$ cat config.mk
export PLATFORM = sky130hd
export DESIGN_NAME = mash_frac_modulator
export DESIGN_NICKNAME = d
export VERILOG_FILES = /design/src/rtl/mash_frac_pkg.sv /design/src/rtl/mash_acc_stage.sv /design/src/rtl/mash_noise_cancel.sv /design/src/rtl/mash_ratio_encoder.sv /design/src/rtl/mash_frac_modulator.sv
export SDC_FILE = /design/constraint.sdc
export NUM_CORES = 1
export LEC_CHECK = 0
export ABC_AREA = 1
export CORE_MARGIN = 8
export CORE_UTILIZATION = 50
export CTS_CLUSTER_DIAMETER = 120
export DETAILED_ROUTE_END_ITERATION = 16
export HOLD_SLACK_MARGIN = 0.1
export MAX_ROUTING_LAYER = met4
export PLACE_DENSITY = 0.78
export SYNTH_ARGS = -nofsm -noshare
export SYNTH_HDL_FRONTEND = slang
export SYNTH_HIERARCHICAL = 1
export SYNTH_SLANG_ARGS = --single-unit
export TNS_END_PERCENT = 100
$ cat constraint.sdc
create_clock -name clk -period 4.77 [get_ports clk]
set_input_delay 0.477 -clock clk [delete_from_list [all_inputs] [get_ports clk]]
set_output_delay 0.477 -clock clk [all_outputs]
set_load 0.03 [all_outputs]
$ cat src/rtl/mash_frac_pkg.sv
package mash_frac_pkg;

    localparam int RATIO_W    = 6;
    localparam int CODE_W     = 5;
    localparam int OFS_W      = 4;
    localparam int RATIO_MIN  = 20;
    localparam int RATIO_MAX  = 43;
    localparam int SPLIT      = 32;
    localparam int LOW_BIAS   = 16;
    localparam int HIGH_BIAS  = 12;
    localparam int ORDER      = 3;

    typedef logic signed [OFS_W-1:0] offset_t;
    typedef logic [CODE_W-1:0]       code_t;

    typedef struct packed {
        logic               high_group;
        logic [RATIO_W-1:0] ratio;
    } ratio_sel_t;

    function automatic int clamp_ratio(input int r);
        if (r < RATIO_MIN)      return RATIO_MIN;
        else if (r > RATIO_MAX) return RATIO_MAX;
        else                    return r;
    endfunction

    function automatic int code_to_ratio(input code_t c);
        if (int'(c) >= SPLIT - HIGH_BIAS) return int'(c) + HIGH_BIAS;
        else                              return int'(c) + LOW_BIAS;
    endfunction

    function automatic logic code_is_legal(input code_t c);
        return (int'(c) >= RATIO_MIN - LOW_BIAS && int'(c) <= SPLIT - 1 - LOW_BIAS) ||
               (int'(c) >= SPLIT - HIGH_BIAS && int'(c) <= RATIO_MAX - HIGH_BIAS);
    endfunction

endpackage

$ cat src/rtl/mash_acc_stage.sv
module mash_acc_stage #(
    parameter int W = 10
) (
    input  logic         clk,
    input  logic         rst,
    input  logic         clear,
    input  logic [W-1:0] addend,
    output logic [W-1:0] residue,
    output logic         carry
);
    logic [W:0] sum_next;

    assign sum_next = {1'b0, residue} + {1'b0, addend};

    // carry lives in the same register as the residue
    always_ff @(posedge clk) begin
        if (rst || clear) begin
            residue <= '0;
            carry   <= 1'b0;
        end else begin
            residue <= sum_next[W-1:0];
            carry   <= sum_next[W];
        end
    end
endmodule

$ cat src/rtl/mash_noise_cancel.sv
module mash_noise_cancel
    import mash_frac_pkg::*;
(
    input  logic             clk,
    input  logic             rst,
    input  logic             clear,
    input  logic [ORDER-1:0] carry,
    output offset_t          offset
);
    logic [ORDER-1:0] hist1;
    logic [ORDER-1:0] hist2;
    int               combined;

    always_ff @(posedge clk) begin
        if (rst || clear) begin
            hist1 <= '0;
            hist2 <= '0;
        end else begin
            hist1 <= carry;
            hist2 <= hist1;
        end
    end

    // stage 1 delayed twice, stage 2 differenced once, stage 3 twice
    always_comb begin
        combined = int'(hist2[0])
                 + int'(hist1[1]) - int'(hist2[1])
                 + int'(carry[2]) - 2 * int'(hist1[2]) + int'(hist2[2]);
        offset = clear ? offset_t'(0) : offset_t'(combined);
    end
endmodule

$ cat src/rtl/mash_ratio_encoder.sv
module mash_ratio_encoder
    import mash_frac_pkg::*;
(
    input  logic               clk,
    input  logic               rst,
    input  logic [RATIO_W-1:0] int_ratio,
    input  offset_t            offset,
    output code_t              code
);
    int         raw_sum;
    ratio_sel_t sel;
    code_t      code_next;

    always_comb begin
        raw_sum        = int'(int_ratio) + int'(offset);
        sel.ratio      = RATIO_W'(clamp_ratio(raw_sum));
        sel.high_group = int'(sel.ratio) >= SPLIT;
        if (sel.high_group)
            code_next = CODE_W'(int'(sel.ratio) - HIGH_BIAS);
        else
            code_next = CODE_W'(int'(sel.ratio) - LOW_BIAS);
    end

    always_ff @(posedge clk) begin
        if (rst) code <= CODE_W'(RATIO_MIN - LOW_BIAS);
        else     code <= code_next;
    end
endmodule

$ cat src/rtl/mash_frac_modulator.sv
module mash_frac_modulator
    import mash_frac_pkg::*;
#(
    parameter int FRAC_W = 10
) (
    input  logic               clk,
    input  logic               rst,
    input  logic               frac_en,
    input  logic [5:0]         int_ratio,
    input  logic [FRAC_W-1:0]  frac_word,
    output logic [4:0]         ctrl_code
);
    logic              idle;
    logic [FRAC_W-1:0] residue [ORDER];
    logic [FRAC_W-1:0] addend  [ORDER];
    logic [ORDER-1:0]  carry;
    offset_t           offset;
    code_t             code;

    assign idle = !frac_en;

    for (genvar g = 0; g < ORDER; g++) begin : g_stage
        if (g == 0) begin : g_first
            assign addend[g] = frac_word;
        end else begin : g_chain
            assign addend[g] = residue[g-1];
        end
        mash_acc_stage #(.W(FRAC_W)) i_acc (
            .clk     (clk),
            .rst     (rst),
            .clear   (idle),
            .addend  (addend[g]),
            .residue (residue[g]),
            .carry   (carry[g])
        );
    end

    mash_noise_cancel i_cancel (
        .clk    (clk),
        .rst    (rst),
        .clear  (idle),
        .carry  (carry),
        .offset (offset)
    );

    mash_ratio_encoder i_enc (
        .clk       (clk),
        .rst       (rst),
        .int_ratio (int_ratio),
        .offset    (offset),
        .code      (code)
    );

    assign ctrl_code = code;
endmodule

==> results.sh, run 1 <==
export IMPL_result_of_the_run="completed"
export IMPL_worst_ep_required_time_ps=4960
export IMPL_synth_common_cells="sky130_fd_sc_hd__nand2_1 (136), sky130_fd_sc_hd__inv_1 (81), sky130_fd_sc_hd__nor2_1 (55)"
export IMPL_critical_path_slowest_cell="sky130_fd_sc_hd__nor2_1"
export IMPL_nNetsFinal=603
export IMPL_final_ws_setup_ps=554.8
export IMPL_period_needed_ps=4215
export IMPL_htree_num_levels=2
export IMPL_period_share=0.8837
export IMPL_gp_congestion=0.8697
export IMPL_cts_root_to_sink_buffers=2
export IMPL_fin_total_pwr_uw=946.3
export IMPL_worst_r2r_endpoint="i_enc/code[3]"
export IMPL_synth_seq_area_share=0.2585
export IMPL_hold_violations=0
export IMPL_primary_flip_flop_cell_chosen_by_synthesis_mapping="sky130_fd_sc_hd__dfxtp_1"
export IMPL_die_y_um=98.55
export IMPL_detailed_place_hpwl_mm=5.475
export IMPL_timing_clock_skew_ps=9.772
export IMPL_first_global_vias=2890
export IMPL_detail_route_antenna_nets=0
export IMPL_start_kind="flip-flop"
export IMPL_num_antenna_cells=0
export IMPL_placement_io_buffers=23
export IMPL_synth_most_common_cell="sky130_fd_sc_hd__nand2_1"
export IMPL_global_route_overflow_total=0
export IMPL_viasPerCell=4.888
export IMPL_slowest_delay_ps=430
export IMPL_remaining_drc_errors=0
export IMPL_post_place_ws_ps=538.8
export IMPL_post_synth_top_area_cell="sky130_fd_sc_hd__dfxtp_1"
export IMPL_floorplan_die_area_um2=9711
export IMPL_critical_path_max_fanout=8
export IMPL_worstMarginPinSlew_ps=557.9
export IMPL_worstHoldPathType="flip-flop to flip-flop"
export IMPL_syn_nets=574
export IMPL_synth_cell_area_um2=3407
export IMPL_area_share_of_the_leading_cell_type_in_the_synthesized_netlist=0.2585
export IMPL_synthToLayoutAreaGrowth_pct=14.03
export IMPL_ctsResizeCount=0
export IMPL_postLayoutCoreUtil=0.5815
export IMPL_ys_ff_latch=44
export IMPL_track_usage=0.1473
export IMPL_worst_path_most_repeated_cell="sky130_fd_sc_hd__ha_1"
export IMPL_critical_hold_path_startpoint="g_stage[1].i_acc/carry"
export IMPL_final_routed_wire_length_divided_by_cell_count_um=10.91
export IMPL_synth_edf_count=0
export IMPL_synthDistinctLibCells=30
export IMPL_initialDrtViolationCount=96
export IMPL_power_leakage_uw=0.001981
export IMPL_worst_reg_to_reg_setup_slack_ps=550
export IMPL_min_path_cells=2
export IMPL_core_area_um2=6681
export IMPL_wire_length_of_the_first_global_routing_pass_mm=11.80
export IMPL_beginning_of_the_worst_register_to_register_path="i_cancel/hist2[0]"
export IMPL_crit_start="i_cancel/hist2[0]"
export IMPL_clock_tree_root_driver_cell="sky130_fd_sc_hd__clkbuf_8"
export IMPL_worst_ep_arrival_time_ps=4400
export IMPL_tritoncts_num_sinks=44
export IMPL_cts_hold_buffers=0
export IMPL_power_density_nw_per_um2=243.6
export IMPL_cts_tree="yes"
export IMPL_peakVddDrop_uv=133.9
export IMPL_worst_setup_path_end_kind="flip-flop"
export IMPL_r2r_worst_path_cells=26
export IMPL_final_max_slew_violation_count=0
export IMPL_post_synth_main_area_contributors="sky130_fd_sc_hd__dfxtp_1 (26%), sky130_fd_sc_hd__ha_1 (16%), sky130_fd_sc_hd__nand2_1 (15%)"
export IMPL_die_w_um=98.55
export IMPL_n_fill_cell=604
export IMPL_setup_total_negative_slack_ps=0
export IMPL_synthCells=505
export IMPL_rows=30
export IMPL_rsz0062_at_grt="no"
export IMPL_crit_type="flip-flop to flip-flop"
export IMPL_pin_count_of_the_biggest_net_entering_global_routing=15
export IMPL_post_cts_setup_buffers=0
export IMPL_insertion_delay_ps=300
export IMPL_totalWireLength_mm=6.712
export IMPL_ys_warnings_count=6
export IMPL_grt_antenna_before_repair=0
export IMPL_max_cap_viol_count=0
export IMPL_layout_drive_gt1_share=0.1140
export IMPL_min_to="i_cancel/hist1[1]"
export IMPL_worst_max_slew_margin_expressed_relative_to_the_limit=0.6267
export IMPL_postSynth_asyncResetShare=0
export IMPL_floorplan_io_pins=24
export IMPL_drt_first_pass_iters=4
export IMPL_cts_reportedPaths_clkPinSlew_ps=90
export IMPL_detailroute_via_count=3006
export IMPL_max_freq_mhz=237.2
export IMPL_floorplan_initialDensity=0.5099
export IMPL_synthesis_area_per_instance_um2=6.747
export IMPL_cts_made_buffers=5
export IMPL_final_setup_viol_count=0
flip-flops by register name (all words and copies together) (netlist names):
register               flops
g_stage.i_acc/residue     30
i_enc/code                 5
g_stage.i_acc/carry        3
i_cancel/hist1             3
i_cancel/hist2             3
cells in the final DEF, fill, tap and decap left out, types with 7 or more instances in the layout:
master | synthesis | routed
sky130_fd_sc_hd__inv_2 | 7 | 7
sky130_fd_sc_hd__ha_1 | 44 | 44
sky130_fd_sc_hd__inv_1 | 81 | 81
sky130_fd_sc_hd__nand2_2 | 15 | 15
sky130_fd_sc_hd__o21ai_0 | 10 | 10
sky130_fd_sc_hd__nor2_1 | 55 | 55
sky130_fd_sc_hd__nand2_1 | 136 | 136
sky130_fd_sc_hd__dfxtp_1 | 44 | 44
sky130_fd_sc_hd__clkdlybuf4s50_1 | 0 | 23
sky130_fd_sc_hd__nor2_2 | 17 | 17
sky130_fd_sc_hd__a21oi_1 | 30 | 30
sky130_fd_sc_hd__nand3_1 | 25 | 25
worst max-delay path by stage:
stage | end | slack [ps] | cells after the start
6_report | i_enc/code[3] | 550 | 26
5_1_grt | i_enc/code[3] | 170 | 26
4_1_cts | i_enc/code[3] | 530 | 26
2_1_floorplan | i_enc/code[3] | 970 | 26
3_3_place_gp | i_enc/code[3] | 710 | 26
3_5_place_dp | i_enc/code[3] | 540 | 26
worst max-delay path, delay by kind of cell (launching register included):
| family | cells | cell delay [ps] |
|---|---|---|
| adders and majority gates | 7 | 1850 |
| and+or+nand+nor | 9 | 1050 |
| AOI/OAI and AO/OA | 4 | 610 |
| DFF | 1 | 320 |
| buffers and inverters | 6 | 290 |
per-layer routing:
layer / up-vias / global-route usage / share of wire
met2: 40 / 0.2538 / 0.49
met5: - / - / 0
met3: 4 / 0.02537 / 0.027
met4: 0 / 0.04841 / 0.0085
li1: 1630 / - / -
met1: 1332 / 0.1695 / 0.47
power by group:
group          switching [uW]  internal [uW]  total (uW)  leakage [uW]
Sequential               8.40            381         390      0.000358
Combinational            97.9           65.6         163       0.00154
Clock                     131            262         393     0.0000784
Total                     238            709         946       0.00198
layout make-up:
cell class	instances	area [um2]	share of cell area
Inverter	91	341.6	0.08792
Tap cell	80	100.1	0.02576
Clock inverter	3	90.09	0.02319
Multi-Input combinational cell	369	2173	0.5594
Sequential cell	44	880.8	0.2267
Clock buffer	5	68.82	0.01771
Timing Repair Buffer	23	230.2	0.05926
cells by family after synthesis:
kind of cell	share of synthesized area
adders and majority gates	0.1968
buffers and inverters	0.1036
xor gates and xnor gates	0.002571
AOI/OAI and AO/OA	0.09218
and+or+nand+nor	0.3463
DFF	0.2585
per-stage QoR:
step | cells | instance area (um2) | hold slack [ps]
CTS | 615 | 3885 | 428.5
finish | 615 | 3885 | 426.6
global placement | 607 | 3726 | 411.9
global route | 615 | 3885 | 441.1
floorplan | 505 | 3407 | 407.9
detailed placement | 607 | 3726 | 413.3
Power figures use the tool's default switching activity.
==> run 2: changes to the inputs <==
Settings changed: CORE_UTILIZATION 50 to 58, DONT_BUFFER_PORTS set to 1, PLACE_DENSITY 0.78 to 0.84.
Clock period 4.77 ns to 3.5 ns, I/O delays scaled along.
==> results.sh, run 2 (same netlist as run 1, synthesis figures left out) <==
export IMPL_power_density_nw_per_um2=275.9
export IMPL_start_kind="flip-flop"
export IMPL_timing_clock_skew_ps=8.009
export IMPL_detailed_place_hpwl_mm=5.748
export IMPL_drt_first_pass_iters=5
export IMPL_crit_type="flip-flop to flip-flop"
export IMPL_critical_path_max_fanout=4
export IMPL_synthToLayoutAreaGrowth_pct=17.26
export IMPL_mostFrequentLayoutCell="sky130_fd_sc_hd__nand2_1"
export IMPL_floorplan_initialDensity=0.5858
export IMPL_clock_tree_root_driver_cell="sky130_fd_sc_hd__clkbuf_8"
export IMPL_gp_congestion=0.8875
export IMPL_num_antenna_cells=0
export IMPL_period_share=1.043
export IMPL_violations_in_the_final_reports="setup timing"
export IMPL_worst_ep_required_time_ps=3690
export IMPL_cts_made_buffers=5
export IMPL_power_leakage_uw=0.002005
export IMPL_max_cap_viol_count=0
export IMPL_global_route_usage_met3=0.04126
export IMPL_global_route_overflow_total=0
export IMPL_rows=28
export IMPL_worst_setup_path_end_kind="flip-flop"
export IMPL_grt_antenna_before_repair=0
export IMPL_viasPerCell=5.174
export IMPL_detailroute_via_count=3146
export IMPL_hold_violations=0
export IMPL_layout_common_cells="sky130_fd_sc_hd__nand2_1 (124), sky130_fd_sc_hd__inv_1 (73), sky130_fd_sc_hd__nor2_1 (51)"
export IMPL_detailed_place_area_um2=3670
export IMPL_first_global_vias=3051
export IMPL_result_of_the_run="complete, but fails checks"
export IMPL_worstHoldPathType="input port to flip-flop"
export IMPL_peakVddDrop_uv=281.2
export IMPL_worst_max_slew_margin_expressed_relative_to_the_limit=0.7135
export IMPL_final_max_slew_violation_count=0
export IMPL_fin_total_pwr_uw=1102
export IMPL_global_route_peak_usage_layer="met2"
export IMPL_core_area_um2=5816
export IMPL_cts_root_to_sink_buffers=2
export IMPL_final_setup_viol_count=2
export IMPL_initialDrtViolationCount=83
export IMPL_placement_io_buffers=0
export IMPL_cts_tree="yes"
export IMPL_max_freq_mhz=274.0
export IMPL_rsz0062_at_grt="yes"
export IMPL_n_fill_cell=476
export IMPL_period_needed_ps=3649
export IMPL_htree_num_levels=2
export IMPL_die_y_um=92.65
export IMPL_track_usage=0.1864
export IMPL_totalWireLength_mm=7.588
export IMPL_detail_route_antenna_nets=0
export IMPL_nNetsFinal=602
export IMPL_tritoncts_num_sinks=44
export IMPL_grtUsageMet2=0.3385
export IMPL_worst_ep_arrival_time_ps=3840
export IMPL_stdcell_area_um2=3995
export IMPL_final_ws_setup_ps=-149.1
export IMPL_grt_met1_usage=0.1923
export IMPL_reg_largest_list="g_stage.i_acc/residue: 30 flops, i_enc/code: 5 flops"
export IMPL_remaining_drc_errors=0
export IMPL_wire_length_of_the_first_global_routing_pass_mm=12.86
export IMPL_insertion_delay_ps=300
export IMPL_largest_register_ffs=30
export IMPL_final_routed_wire_length_divided_by_cell_count_um=12.48
export IMPL_layout_drive_gt1_share=0.2402
export IMPL_largest_register="g_stage.i_acc/residue"
export IMPL_pin_count_of_the_biggest_net_entering_global_routing=13
export IMPL_worstMarginPinSlew_ps=429.3
export IMPL_floorplan_io_pins=24
export IMPL_cts_reportedPaths_clkPinSlew_ps=80
export IMPL_floorplan_die_area_um2=8583
export IMPL_die_w_um=92.65
## run 2: final timing paths
| check | start | end | slack [ps] | cells after the start |
|---|---|---|---|---|
| setup reg to reg | i_cancel/hist2[0] | i_enc/code[3] | -150 | 26 |
| hold / removal | rst | i_enc/code[4] | 110 | 1 |
| hold reg to reg | g_stage[1].i_acc/carry | i_cancel/hist1[1] | 430 | 2 |
| setup / recovery | i_cancel/hist2[0] | i_enc/code[3] | -150 | 26 |
## run 2: cell type report
type | instances | area, um2 | share of cell area
flip-flops and latches | 44 | 882.1 | 0.2208
repair buffers | 22 | 168.9 | 0.04228
clock buffers | 7 | 96.34 | 0.02412
multi-input cells | 369 | 2410 | 0.6032
inverters | 91 | 344.1 | 0.08613
well taps | 75 | 93.84 | 0.02349
## run 2: per-layer routing
metal	wire [um]	part of all wire
met1	3134	0.41
met2	3909	0.52
met3	327	0.043
met4	217	0.029
met5	0	0
## run 2: through the flow
stage / setup TNS, ps / util / setup slack, ps / std cells / hold slack [ps]
floorplan: -37.41 / - / -37.41 / 505 / 407.9
global placement: -131.8 / 0.6310 / -131.8 / 592 / 413.8
finish: -176.5 / 0.6870 / -149.1 / 608 / 109.8
detailed placement: -329.1 / 0.6310 / -219.0 / 592 / 414.1
CTS: -246.1 / 0.6659 / -164.9 / 603 / 118.0
global route: -889.8 / 0.6870 / -337.2 / 608 / 102.9
## run 2: critical path, cell delays in order (launching register included)
cell                      delay [ps]
sky130_fd_sc_hd__dfxtp_2         330
sky130_fd_sc_hd__inv_2            40
sky130_fd_sc_hd__ha_4            220
sky130_fd_sc_hd__inv_2            60
sky130_fd_sc_hd__ha_4            120
sky130_fd_sc_hd__inv_2            40
sky130_fd_sc_hd__ha_1            270
sky130_fd_sc_hd__inv_1            60
sky130_fd_sc_hd__ha_4            160
sky130_fd_sc_hd__ha_4            280
sky130_fd_sc_hd__nand2_1          60
sky130_fd_sc_hd__nand2_1          60
sky130_fd_sc_hd__nor2_1           50
sky130_fd_sc_hd__ha_1            340
sky130_fd_sc_hd__or2_4           300
sky130_fd_sc_hd__nand2_4          80
sky130_fd_sc_hd__nor2_4           40
sky130_fd_sc_hd__nor2_4          110
sky130_fd_sc_hd__nand2_2          70
sky130_fd_sc_hd__nand2_4         110
sky130_fd_sc_hd__inv_2            50
sky130_fd_sc_hd__o21ai_4         180
sky130_fd_sc_hd__nand2_2         100
sky130_fd_sc_hd__inv_2            80
sky130_fd_sc_hd__ha_4            200
sky130_fd_sc_hd__o21ai_2         120
sky130_fd_sc_hd__a21oi_2          40
## run 2: where the power goes
group          switching (uW)  total (uW)  internal (uW)  leakage (uW)
combinational             130         213           83.1       0.00160
sequential               20.8         540            520      0.000359
clock                     173         349            176     0.0000503
total                     324        1100            779       0.00200
## run 2: what timing repair did
item,in CTS,in global routing
gates resized for setup,21,21
pin swaps,17,21
setup endpoints to repair,2,5
gates cloned,0,0
setup buffers,4,5
hold buffers,0,0
==> run 3: changes to the inputs <==
Settings changed: CORE_UTILIZATION 58 to 65, PLACE_DENSITY 0.84 to 0.89.
Clock period 3.5 ns to 4.36 ns, I/O delays scaled along.
==> results.sh, run 3 (same netlist as run 1, synthesis figures left out) <==
export IMPL_layout_drive_gt1_share=0.1228
export IMPL_detailroute_via_count=2993
export IMPL_crit_type="flip-flop to flip-flop"
export IMPL_mostFrequentLayoutCell="sky130_fd_sc_hd__nand2_1"
export IMPL_result_of_the_run="completed"
export IMPL_wire_length_of_the_first_global_routing_pass_mm=11.19
export IMPL_viasPerCell=5.134
export IMPL_max_cap_viol_count=0
export IMPL_track_usage=0.1847
export IMPL_largest_register="g_stage.i_acc/residue"
export IMPL_period_share=0.9222
export IMPL_power_leakage_uw=0.001863
export IMPL_gp_congestion=0.8964
export IMPL_n_fill_cell=438
export IMPL_cts_root_to_sink_buffers=2
export IMPL_tritoncts_num_sinks=44
export IMPL_floorplan_io_pins=24
export IMPL_critical_path_max_fanout=8
export IMPL_postLayoutCoreUtil=0.7064
export IMPL_final_routed_wire_length_divided_by_cell_count_um=11.72
export IMPL_remaining_drc_errors=0
export IMPL_detail_route_antenna_nets=0
export IMPL_first_global_vias=2883
export IMPL_reg_largest_list="g_stage.i_acc/residue: 30 flops, i_enc/code: 5 flops"
export IMPL_start_kind="flip-flop"
export IMPL_final_ws_setup_ps=339.2
export IMPL_initialDrtViolationCount=135
export IMPL_num_antenna_cells=0
export IMPL_clock_tree_root_driver_cell="sky130_fd_sc_hd__clkbuf_8"
export IMPL_peakVddDrop_uv=195.6
export IMPL_core_area_um2=5075
export IMPL_hold_violations=0
export IMPL_setup_total_negative_slack_ps=0
export IMPL_period_needed_ps=4021
export IMPL_worst_ep_arrival_time_ps=4210
export IMPL_regArea_um2=880.8
export IMPL_power_density_nw_per_um2=232.0
export IMPL_post_place_ws_ps=328.1
export IMPL_final_setup_viol_count=0
export IMPL_die_y_um=88.40
export IMPL_drt_first_pass_iters=4
export IMPL_worst_max_slew_margin_expressed_relative_to_the_limit=0.6977
export IMPL_insertion_delay_ps=300
export IMPL_nNetsFinal=582
export IMPL_synthToLayoutAreaGrowth_pct=5.215
export IMPL_global_route_overflow_total=0
export IMPL_htree_num_levels=2
export IMPL_placement_io_buffers=0
export IMPL_pin_count_of_the_biggest_net_entering_global_routing=14
export IMPL_rows=26
export IMPL_detailed_place_hpwl_mm=5.541
export IMPL_multi_input_area_um2=2178
export IMPL_max_freq_mhz=248.7
export IMPL_final_max_slew_violation_count=0
export IMPL_die_w_um=88.40
export IMPL_layout_common_cells="sky130_fd_sc_hd__nand2_1 (136), sky130_fd_sc_hd__inv_1 (81), sky130_fd_sc_hd__nor2_1 (55)"
export IMPL_grt_antenna_before_repair=0
export IMPL_cts_tree="yes"
export IMPL_cts_made_buffers=5
export IMPL_worst_setup_path_end_kind="flip-flop"
export IMPL_totalWireLength_mm=6.830
export IMPL_floorplan_die_area_um2=7815
export IMPL_worstHoldPathType="input port to flip-flop"
export IMPL_worstMarginPinSlew_ps=453.0
export IMPL_cts_reportedPaths_clkPinSlew_ps=90
export IMPL_worst_ep_required_time_ps=4550
export IMPL_fin_total_pwr_uw=831.8
export IMPL_rsz0062_at_grt="no"
export IMPL_cts_hold_buffers=0
export IMPL_largest_register_ffs=30
export IMPL_timing_clock_skew_ps=6.561
export IMPL_floorplan_initialDensity=0.6714
## run 3: final timing paths
path                                             start                 to  slack [ps]  cells past startpoint
worst max-delay path                 i_cancel/hist2[0]      i_enc/code[3]         340                     27
worst min-delay path                               rst      i_enc/code[4]         220                      1
worst max register to register       i_cancel/hist2[0]      i_enc/code[3]         340                     27
worst min register to register  g_stage[1].i_acc/carry  i_cancel/hist1[1]         430                      2
## run 3: what timing repair did
| item | CTS | global route |
|---|---|---|
| buffers inserted | 0 | 1 |
| setup endpoints to repair | 0 | 1 |
| resized for setup | 0 | 2 |
## run 3: power breakdown
| group | leakage (uW) | switching, uW | internal, uW |
|---|---|---|---|
| registers | 0.000358 | 16.6 | 417 |
| logic | 0.00147 | 95.8 | 52.8 |
| clock network | 0.0000400 | 141 | 109 |
## run 3: final cells by class
cell class / count / area share
clock buffer: 5 / 0.01920
sequential: 44 / 0.2457
clock inverter: 2 / 0.003490
multi-input combinational: 369 / 0.6077
timing repair buffer: 2 / 0.004188
inverter: 91 / 0.09529
tap: 70 / 0.02443
## run 3: per-layer routing
| layer | track usage | share of wire | routed length (um) | vias to the layer above |
|---|---|---|---|---|
| li1 | - | - | - | 1584 |
| met1 | 0.1767 | 0.41 | 2807 | 1330 |
| met2 | 0.3517 | 0.52 | 3526 | 64 |
| met3 | 0.03343 | 0.048 | 328 | 15 |
| met4 | 0.07988 | 0.025 | 169 | 0 |
| met5 | - | 0 | 0 | - |
## run 3: stage by stage
step / hold WS [ps] / std cells / cell area (um2)
floorplan: 407.9 / 505 / 3407
global placement: 413.6 / 575 / 3491
detailed placement: 416.5 / 575 / 3491
CTS: 218.6 / 582 / 3572
global route: 212.8 / 583 / 3585
finish: 220.2 / 583 / 3585
## run 3: worst max-delay path, cell delays in order, from the launching register on
cell and delay, ps:
sky130_fd_sc_hd__dfxtp_1 330, sky130_fd_sc_hd__inv_1 40, sky130_fd_sc_hd__ha_1 270, sky130_fd_sc_hd__inv_1 60, sky130_fd_sc_hd__ha_1 130, sky130_fd_sc_hd__inv_1 60
sky130_fd_sc_hd__ha_1 270, sky130_fd_sc_hd__inv_1 40, sky130_fd_sc_hd__ha_1 170, sky130_fd_sc_hd__ha_1 320, sky130_fd_sc_hd__nand2_1 60, sky130_fd_sc_hd__nor2_1 80
sky130_fd_sc_hd__nor2_1 60, sky130_fd_sc_hd__buf_4 160, sky130_fd_sc_hd__ha_1 360, sky130_fd_sc_hd__nand2_1 130, sky130_fd_sc_hd__inv_1 70, sky130_fd_sc_hd__nand3_1 90
sky130_fd_sc_hd__nand3_1 90, sky130_fd_sc_hd__nand2_1 70, sky130_fd_sc_hd__nand2_1 80, sky130_fd_sc_hd__o21ai_4 220, sky130_fd_sc_hd__o21ai_2 110, sky130_fd_sc_hd__nand2_2 100
sky130_fd_sc_hd__inv_1 40, sky130_fd_sc_hd__ha_1 280, sky130_fd_sc_hd__o21ai_1 160, sky130_fd_sc_hd__a21oi_2 40
